[src/rtl/dual_intc_pkg.sv]
package dual_intc_pkg;

  // Channel indices: the normal request is bank 0, the fast request bank 1.
  localparam int NUM_CH = 2;
  localparam int CH_IRQ = 0;
  localparam int CH_FIQ = 1;

  // Word offsets inside a bank (bank picked by word address bit 3).
  localparam int OFS_MASKED = 0;
  localparam int OFS_RAW    = 1;
  localparam int OFS_ENSET  = 2;
  localparam int OFS_ENCLR  = 3;
  localparam int OFS_SWSET  = 4;
  localparam int OFS_SWCLR  = 5;

  typedef enum logic [2:0] {
    RD_ZERO   = 3'd0,
    RD_RAW    = 3'd1,
    RD_MASKED = 3'd2,
    RD_ENABLE = 3'd3,
    RD_SRC0   = 3'd4
  } rdSel_e;

  typedef struct packed {
    logic [NUM_CH-1:0] enSet;
    logic [NUM_CH-1:0] enClr;
    logic              swSet;
    logic              swClr;
    logic              rdStb;
    rdSel_e            rdSel;
    logic              rdCh;
  } ctlStrobes_t;

endpackage

[src/rtl/dual_intc_ctrl.sv]
module dual_intc_ctrl
  import dual_intc_pkg::*;
#(
  parameter int ADDR_W = 4
) (
  input  logic              busSel,
  input  logic              busWr,
  input  logic [ADDR_W-1:0] busAddr,
  input  logic              wdBit0,
  output ctlStrobes_t       strobes
);

  localparam int OFS_W = 3;

  logic             inRange;
  logic             bankSel;
  logic [OFS_W-1:0] ofs;
  logic             doWrite;
  logic             doRead;

  always_comb begin
    inRange = ((busAddr >> 4) == '0);
    bankSel = busAddr[3];
    ofs     = busAddr[OFS_W-1:0];
    doWrite = busSel && busWr && inRange;
    doRead  = busSel && !busWr;
  end

  // Enable set and clear strobes, one pair per bank.
  for (genvar ch = 0; ch < NUM_CH; ch++) begin : g_enStb
    always_comb begin
      strobes.enSet[ch] = doWrite && (bankSel == 1'(ch)) && (ofs == OFS_W'(OFS_ENSET));
      strobes.enClr[ch] = doWrite && (bankSel == 1'(ch)) && (ofs == OFS_W'(OFS_ENCLR));
    end
  end

  // Software bit lives in bank 0 only and acts on data bit 0.
  always_comb begin
    strobes.swSet = doWrite && !bankSel && (ofs == OFS_W'(OFS_SWSET)) && wdBit0;
    strobes.swClr = doWrite && !bankSel && (ofs == OFS_W'(OFS_SWCLR)) && wdBit0;
  end

  // Read selection.
  always_comb begin
    strobes.rdStb = doRead;
    strobes.rdCh  = bankSel;
    strobes.rdSel = RD_ZERO;
    if (inRange) begin
      unique case (ofs)
        OFS_W'(OFS_MASKED): strobes.rdSel = RD_MASKED;
        OFS_W'(OFS_RAW):    strobes.rdSel = RD_RAW;
        OFS_W'(OFS_ENSET):  strobes.rdSel = RD_ENABLE;
        OFS_W'(OFS_SWSET):  strobes.rdSel = bankSel ? RD_ZERO : RD_SRC0;
        default:            strobes.rdSel = RD_ZERO;
      endcase
    end
  end

endmodule

[src/rtl/dual_intc_dp.sv]
module dual_intc_dp
  import dual_intc_pkg::*;
#(
  parameter int N_SRC  = 32,
  parameter int DATA_W = 32
) (
  input  logic              clk,
  input  logic              rstN,
  input  logic [N_SRC-1:0]  srcIn,
  input  ctlStrobes_t       strobes,
  input  logic [DATA_W-1:0] busWdata,
  output logic [DATA_W-1:0] busRdata,
  output logic              irqOut,
  output logic              fiqOut
);

  logic              swBit;
  logic [N_SRC-1:0]  rawVec;
  logic [N_SRC-1:0]  enMask  [NUM_CH];
  logic [N_SRC-1:0]  masked  [NUM_CH];
  logic [NUM_CH-1:0] reqReg;
  logic [DATA_W-1:0] rdNext;

  // Software-held bit merged into source 0.
  always_ff @(posedge clk or negedge rstN) begin
    if (!rstN)                swBit <= 1'b0;
    else if (strobes.swSet)   swBit <= 1'b1;
    else if (strobes.swClr)   swBit <= 1'b0;
  end

  always_comb begin
    rawVec    = srcIn;
    rawVec[0] = srcIn[0] | swBit;
  end

  // One enable mask and one registered request per channel.
  for (genvar ch = 0; ch < NUM_CH; ch++) begin : g_chan
    always_ff @(posedge clk or negedge rstN) begin
      if (!rstN) begin
        enMask[ch] <= '0;
      end else if (strobes.enSet[ch]) begin
        enMask[ch] <= enMask[ch] | busWdata[N_SRC-1:0];
      end else if (strobes.enClr[ch]) begin
        enMask[ch] <= enMask[ch] & ~busWdata[N_SRC-1:0];
      end
    end

    assign masked[ch] = rawVec & enMask[ch];

    always_ff @(posedge clk or negedge rstN) begin
      if (!rstN) reqReg[ch] <= 1'b0;
      else       reqReg[ch] <= |masked[ch];
    end
  end

  assign irqOut = reqReg[CH_IRQ];
  assign fiqOut = reqReg[CH_FIQ];

  // Read data selection and register.
  always_comb begin
    rdNext = '0;
    unique case (strobes.rdSel)
      RD_RAW:    rdNext[N_SRC-1:0] = rawVec;
      RD_MASKED: rdNext[N_SRC-1:0] = masked[strobes.rdCh];
      RD_ENABLE: rdNext[N_SRC-1:0] = enMask[strobes.rdCh];
      RD_SRC0:   rdNext[0]         = rawVec[0];
      default:   rdNext            = '0;
    endcase
  end

  always_ff @(posedge clk or negedge rstN) begin
    if (!rstN)              busRdata <= '0;
    else if (strobes.rdStb) busRdata <= rdNext;
  end

endmodule

[src/rtl/dual_intc.sv]
module dual_intc
  import dual_intc_pkg::*;
#(
  parameter int N_SRC  = 32,
  parameter int DATA_W = 32,
  parameter int ADDR_W = 4
) (
  input  logic              clk,
  input  logic              rstN,
  input  logic [N_SRC-1:0]  srcIn,
  input  logic              busSel,
  input  logic              busWr,
  input  logic [ADDR_W-1:0] busAddr,
  input  logic [DATA_W-1:0] busWdata,
  output logic [DATA_W-1:0] busRdata,
  output logic              irqOut,
  output logic              fiqOut
);

  ctlStrobes_t strobes;

  dual_intc_ctrl #(
    .ADDR_W (ADDR_W)
  ) ctrl_i (
    .busSel  (busSel),
    .busWr   (busWr),
    .busAddr (busAddr),
    .wdBit0  (busWdata[0]),
    .strobes (strobes)
  );

  dual_intc_dp #(
    .N_SRC  (N_SRC),
    .DATA_W (DATA_W)
  ) dp_i (
    .clk      (clk),
    .rstN     (rstN),
    .srcIn    (srcIn),
    .strobes  (strobes),
    .busWdata (busWdata),
    .busRdata (busRdata),
    .irqOut   (irqOut),
    .fiqOut   (fiqOut)
  );

endmodule

[config.mk]
export PLATFORM = sky130hd
export DESIGN_NAME = dual_intc
export DESIGN_NICKNAME = d
export VERILOG_FILES = /design/src/rtl/dual_intc_pkg.sv /design/src/rtl/dual_intc_ctrl.sv /design/src/rtl/dual_intc_dp.sv /design/src/rtl/dual_intc.sv
export SDC_FILE = /design/constraint.sdc
export NUM_CORES = 1
export LEC_CHECK = 0
export ABC_AREA = 1
export CAP_MARGIN = 20
export CORE_MARGIN = 2
export CORE_UTILIZATION = 45
export CTS_CLUSTER_DIAMETER = 30
export DETAILED_ROUTE_END_ITERATION = 10
export PLACE_DENSITY = 0.7
export SETUP_SLACK_MARGIN = 0.2
export SYNTH_ARGS = -nofsm -noshare
export SYNTH_HDL_FRONTEND = slang
export SYNTH_SLANG_ARGS = --single-unit
export TNS_END_PERCENT = 30
[constraint.sdc]
create_clock -name clk -period 2.2 [get_ports clk]
set_input_delay 0.44 -clock clk [delete_from_list [all_inputs] [get_ports clk]]
set_output_delay 0.44 -clock clk [all_outputs]
set_load 0.005 [all_outputs]
Word level (Yosys, flattened, before mapping)
Cells that the tools add are included.
{"block": "op_classes", "magnitude_cmp": 1, "eq_ne": 9, "n_mux": 16, "n_bitwise": 10, "reduce_logical": 22}
{"op": "2-to-1 mux 32 bit", "n": 10}
{"op": "AND 32 bit", "n": 4}
{"op": "one-hot mux 31 bit (3 select lines)", "n": 1}
{"op": "OR 32 bit", "n": 2}
{"op": "OR reduction 32 bit", "n": 2}
{"op": "inverter 32 bit", "n": 1}
{"op": "logical AND 1 bit", "n": 13}
{"op": "equality test 3 x 2 -> 1 bit, second input constant", "n": 4}
{"op": "one-hot mux 3 bit (4 select lines)", "n": 1}
{"op": "equality test 3 bit, second input constant", "n": 3}
{"op": "equality test 3 x 1 -> 1 bit, second input constant", "n": 2}
{"op": "nonzero test 2 bit", "n": 3}
{"op": "zero test 3 bit", "n": 1}
{"op": "2-to-1 mux 3 bit", "n": 1}
{"op": "one-hot mux 1 bit (3 select lines)", "n": 1}
{"op": ">= comparator 2 bit, second input constant", "n": 1}
{"op": "zero test 1 bit", "n": 2}
{"op": "2-to-1 mux 1 bit", "n": 2}
{"op": "inverter 1 -> 2 bit", "n": 1}
{"op": "OR reduction 2 bit", "n": 1}
{"op": "inverter 1 bit", "n": 1}
{"op": "OR 1 bit", "n": 1}
{"block": "totals", "reg_bits": 99, "out_inout_bits": 34}

Longest topological paths before layout
{"block": "logic_depth", "depth_word": 6, "mapped_depth": 8, "ltp_nobuf": 8}

Cells and area by module
Synthesis repeated with hierarchy kept, for this count alone.
{"block": "unflattened", "hier_cells": 843, "hier_area_um2": 5604.1}
{"mod": "dual_intc_dp", "n_inst": 1, "cells_each": 814, "area_per_inst_um2": 5467.7}
{"mod": "dual_intc_ctrl", "n_inst": 1, "cells_each": 29, "area_per_inst_um2": 136.4}

Worst setup path after synthesis
Ideal clock, no wire load.
{"block": "synth_path", "path_type": "input -> register", "from": "input port busAddr[3]", "to": "register with a tool-made name", "arrival_ns": 1.167, "path_slack_ns": 0.909, "cell_stages": 6, "cell_sequence": "buf_4 -> nor2_1 -> nand2_1 -> clkbuf_1 -> o21ai_0 -> nand2_1"}
{"item": "from (decl)", "line_no": "dual_intc.sv:13", "rtl": "input logic [ADDR_W-1:0] busAddr,"}

Worst setup path after layout
{"block": "layout_path", "from": "register dp_i.busRdata[31]", "to": "output port busRdata[31]"}
{"item": "from (decl)", "line_no": "dual_intc_dp.sv:12", "rtl": "output logic [DATA_W-1:0] busRdata,"}
{"item": "from (signal assigned)", "line_no": "dual_intc_dp.sv:73", "rtl": "else if (strobes.rdStb) busRdata <= rdNext;"}
{"item": "to (decl)", "line_no": "dual_intc.sv:15", "rtl": "output logic [DATA_W-1:0] busRdata,"}
No word-level cell between the ends.

==> flow_metrics.tcl <==
set metrics [dict create \
    syn_to_final_growth_pct 28.88 \
    worstPathRequired_ns 1.76 \
    drt-total-wl_mm 15.80 \
    rr_worst_depth 6 \
    grt_pass1_wl_mm 25.96 \
    crit_path_max_fanout 2 \
    vdd_ir_drop_max_v 0.0003117 \
    cts.sinks 99 \
    io_pins 106 \
    clockRootBuffer "clkbuf_16" \
    path_cells "clkdlybuf4s50_1" \
    hold_viol 0 \
    final_common_cell "nand2_1" \
    status "completed" \
    power.density_nw_per_um2 629.5 \
    grt_pass1_vias 5310 \
    p_comb_share_pct 16.2 \
    ys_seq_elements 99 \
    dp_hpwl_mm 10.92 \
    switchingPower_mw 1.230 \
    post_synth.cell_area_avg_um2 6.328 \
    min_period_over_period_pct 76.05 \
    antenna_cells 0 \
    die_area_um2 13690 \
    min_path_type "primary input to asynchronous set/reset pin" \
    gp_congestion 0.8616 \
    io_buffers 105 \
    p_seq_share_pct 44.2 \
    cp_top_family "buffers and inverters" \
    slowest_stage "clkdlybuf4s50_1" \
    drive_above_1_share_pct 4.720 \
    period_minus_slack_ns 1.673 \
    slew_headroom_pct 71.69 \
    grt.met2_usage_pct 40.50 \
    final_antenna_net_count 0 \
    tritoncts "done" \
    rrSetupSlack_ns 1.08 \
    rows 41 \
    grt_antenna_before_repair 0 \
    h-tree-depth 3 \
    timing.fmax_mhz 597.7 \
    grt_overflow_total 0 \
    setup_tns_ns 0 \
    pwr-share-clk_pct 39.6 \
    critPathLaunchType "register" \
    layout_common_cells "nand2_1 (495), inv_1 (123), clkdlybuf4s50_1 (103)" \
    r2r_end "dp_i.fiqOut$_DFF_PN0_" \
    clk_latency_ns 0.35 \
    start_util_pct 45.90 \
    drc 0 \
    die_x_um 117.0 \
    syn_nets 980 \
    track_usage_pct 24.64 \
    drt-wirelength-per-cell_um 13.29 \
    cts_buffer_depth 2 \
    top_usage_layer "met2" \
    drt_first_pass_iters 5 \
    cts_buffers 9 \
    cap_viol_max_count 0 \
    coreArea_um2 12520 \
    setup_violations 0 \
    postSynthCellCount 908 \
    postCtsSetupRepairBufs 0 \
    fp.dieH_um 117.0 \
    ys_warn_count 0 \
    worst_setup_path_end_kind "output pin" \
    ys_seq_area_share_pct 43.12 \
    slew_viol_final 0 \
    path_buf_inv 1 \
    synth_cell_types 20 \
    vias 5621 \
    via_per_inst 4.728 \
    dr.first_iter.drc_count 312 \
    met3_usage_pct 3.862 \
    skew_ns 0.003589 \
    rsz0062_at_grt "false" \
    cts_resized 0 \
    worst_pin_slew_ns 0.4247 \
    internal_power_mw 3.431 \
    final_nets 1084 \
    use_met1_pct 33.85 \
    path_clk_slew_ns 0.07 \
    final_util_pct 59.16 \
    swShare_pct 26.40 \
    crit_path_max_incr_delay_ns 0.51 \
    cp_data_arrival_time_ns 1.23 \
    path_class "register to output pin" \
    postCtsHoldBufs 0 \
    grt_start_max_net_pins 51 \
    leakagePower_nw 4.018 \
    syn_area_um2 5746 \
]
-- cells by family (layout without fill, tap and decap cells) --
family,count (synthesis),count (layout),share of synthesized area [%]
AND/OR/NAND/NOR,534,534,35.82
flip-flops,99,99,43.12
AO/OA/AOI/OAI,99,99,8.624
buffers and inverters,176,285,12.43
-- cell usage after synthesis --
cell type  instances  area (µm²)
nand2_1          495        1858
inv_1            123       461.7
dfrtp_1           99        2477
o21ai_0           68       340.3
o21ai_1           30       150.1
nor2_1            20       75.07
clkinv_1          17       63.81
buf_2             13       65.06
clkbuf_1          12       45.04
nand3_1            9       45.04
buf_4              4       30.03
nand4_1            4       25.02
buf_6              3       33.78
inv_2              3       11.26
nand3_2            2       20.02
nor2_4             2       22.52
a21oi_1            1       5.000
buf_1              1       3.750
nand2_2            1       6.260
nor2_2             1       6.260
-- how the worst max path moves through the flow --
| stage | slack, ns | to | from | cells after the start |
|---|---|---|---|---|
| after global routing | 0.47 | busRdata[22] | dp_i.busRdata[22]$_DFFE_PN0P_ | 1 |
| final | 0.53 | busRdata[31] | dp_i.busRdata[31]$_DFFE_PN0P_ | 1 |
| after detailed placement | 0.23 | register | busAddr[1] | 9 |
| after CTS | 0.51 | busRdata[31] | dp_i.busRdata[31]$_DFFE_PN0P_ | 1 |
| after floorplan | 0.91 | register | busAddr[3] | 6 |
| after global placement | 0.27 | register | busAddr[1] | 9 |
-- power by group through the flow --
stage                     logic, mW  clock network (mW)  registers (mW)
after floorplan               0.384                   0            2.06
after global placement        0.747                   0            2.09
after detailed placement      0.761                   0            2.09
after CTS                     0.764                1.86            2.06
after global routing          0.869                1.94            2.08
final                         0.756                1.85            2.06
-- per-stage QoR --
| stage | cells | hold WS [ns] | power, mW | setup slack, ns | instance area (µm²) |
|---|---|---|---|---|---|
| 6_report | 1189 | 0.03005 | 4.661 | 0.5270 | 7405 |
| 5_1_grt | 1189 | 0.05114 | 4.893 | 0.4707 | 7405 |
| 4_1_cts | 1189 | 0.03258 | 4.688 | 0.5101 | 7405 |
| 3_5_place_dp | 1173 | 0.4088 | 2.855 | 0.2316 | 7062 |
| 3_3_place_gp | 1173 | 0.4072 | 2.839 | 0.2655 | 7062 |
| 2_1_floorplan | 908 | 0.1444 | 2.449 | 0.9095 | 5746 |
-- layer usage --
layer,vias to the layer above,routed length (µm),share of wire (%)
li1,2896,-,-
met1,2567,7380,47
met2,141,7352,47
met3,17,879,5.6
met4,0,184,1.2
met5,-,0,0
-- layout make-up --
cell class                      instances  area, µm²
Inverter                              143      536.8
Clock buffer                           11      242.7
Multi-Input combinational cell        633       2556
Fill cell                            1272       5112
Timing Repair Buffer                  126       1276
Sequential cell                        99       2477
Clock inverter                          5      100.1
Tap cell                              172      215.2
No activity file was read; power rests on OpenSTA's default activity.
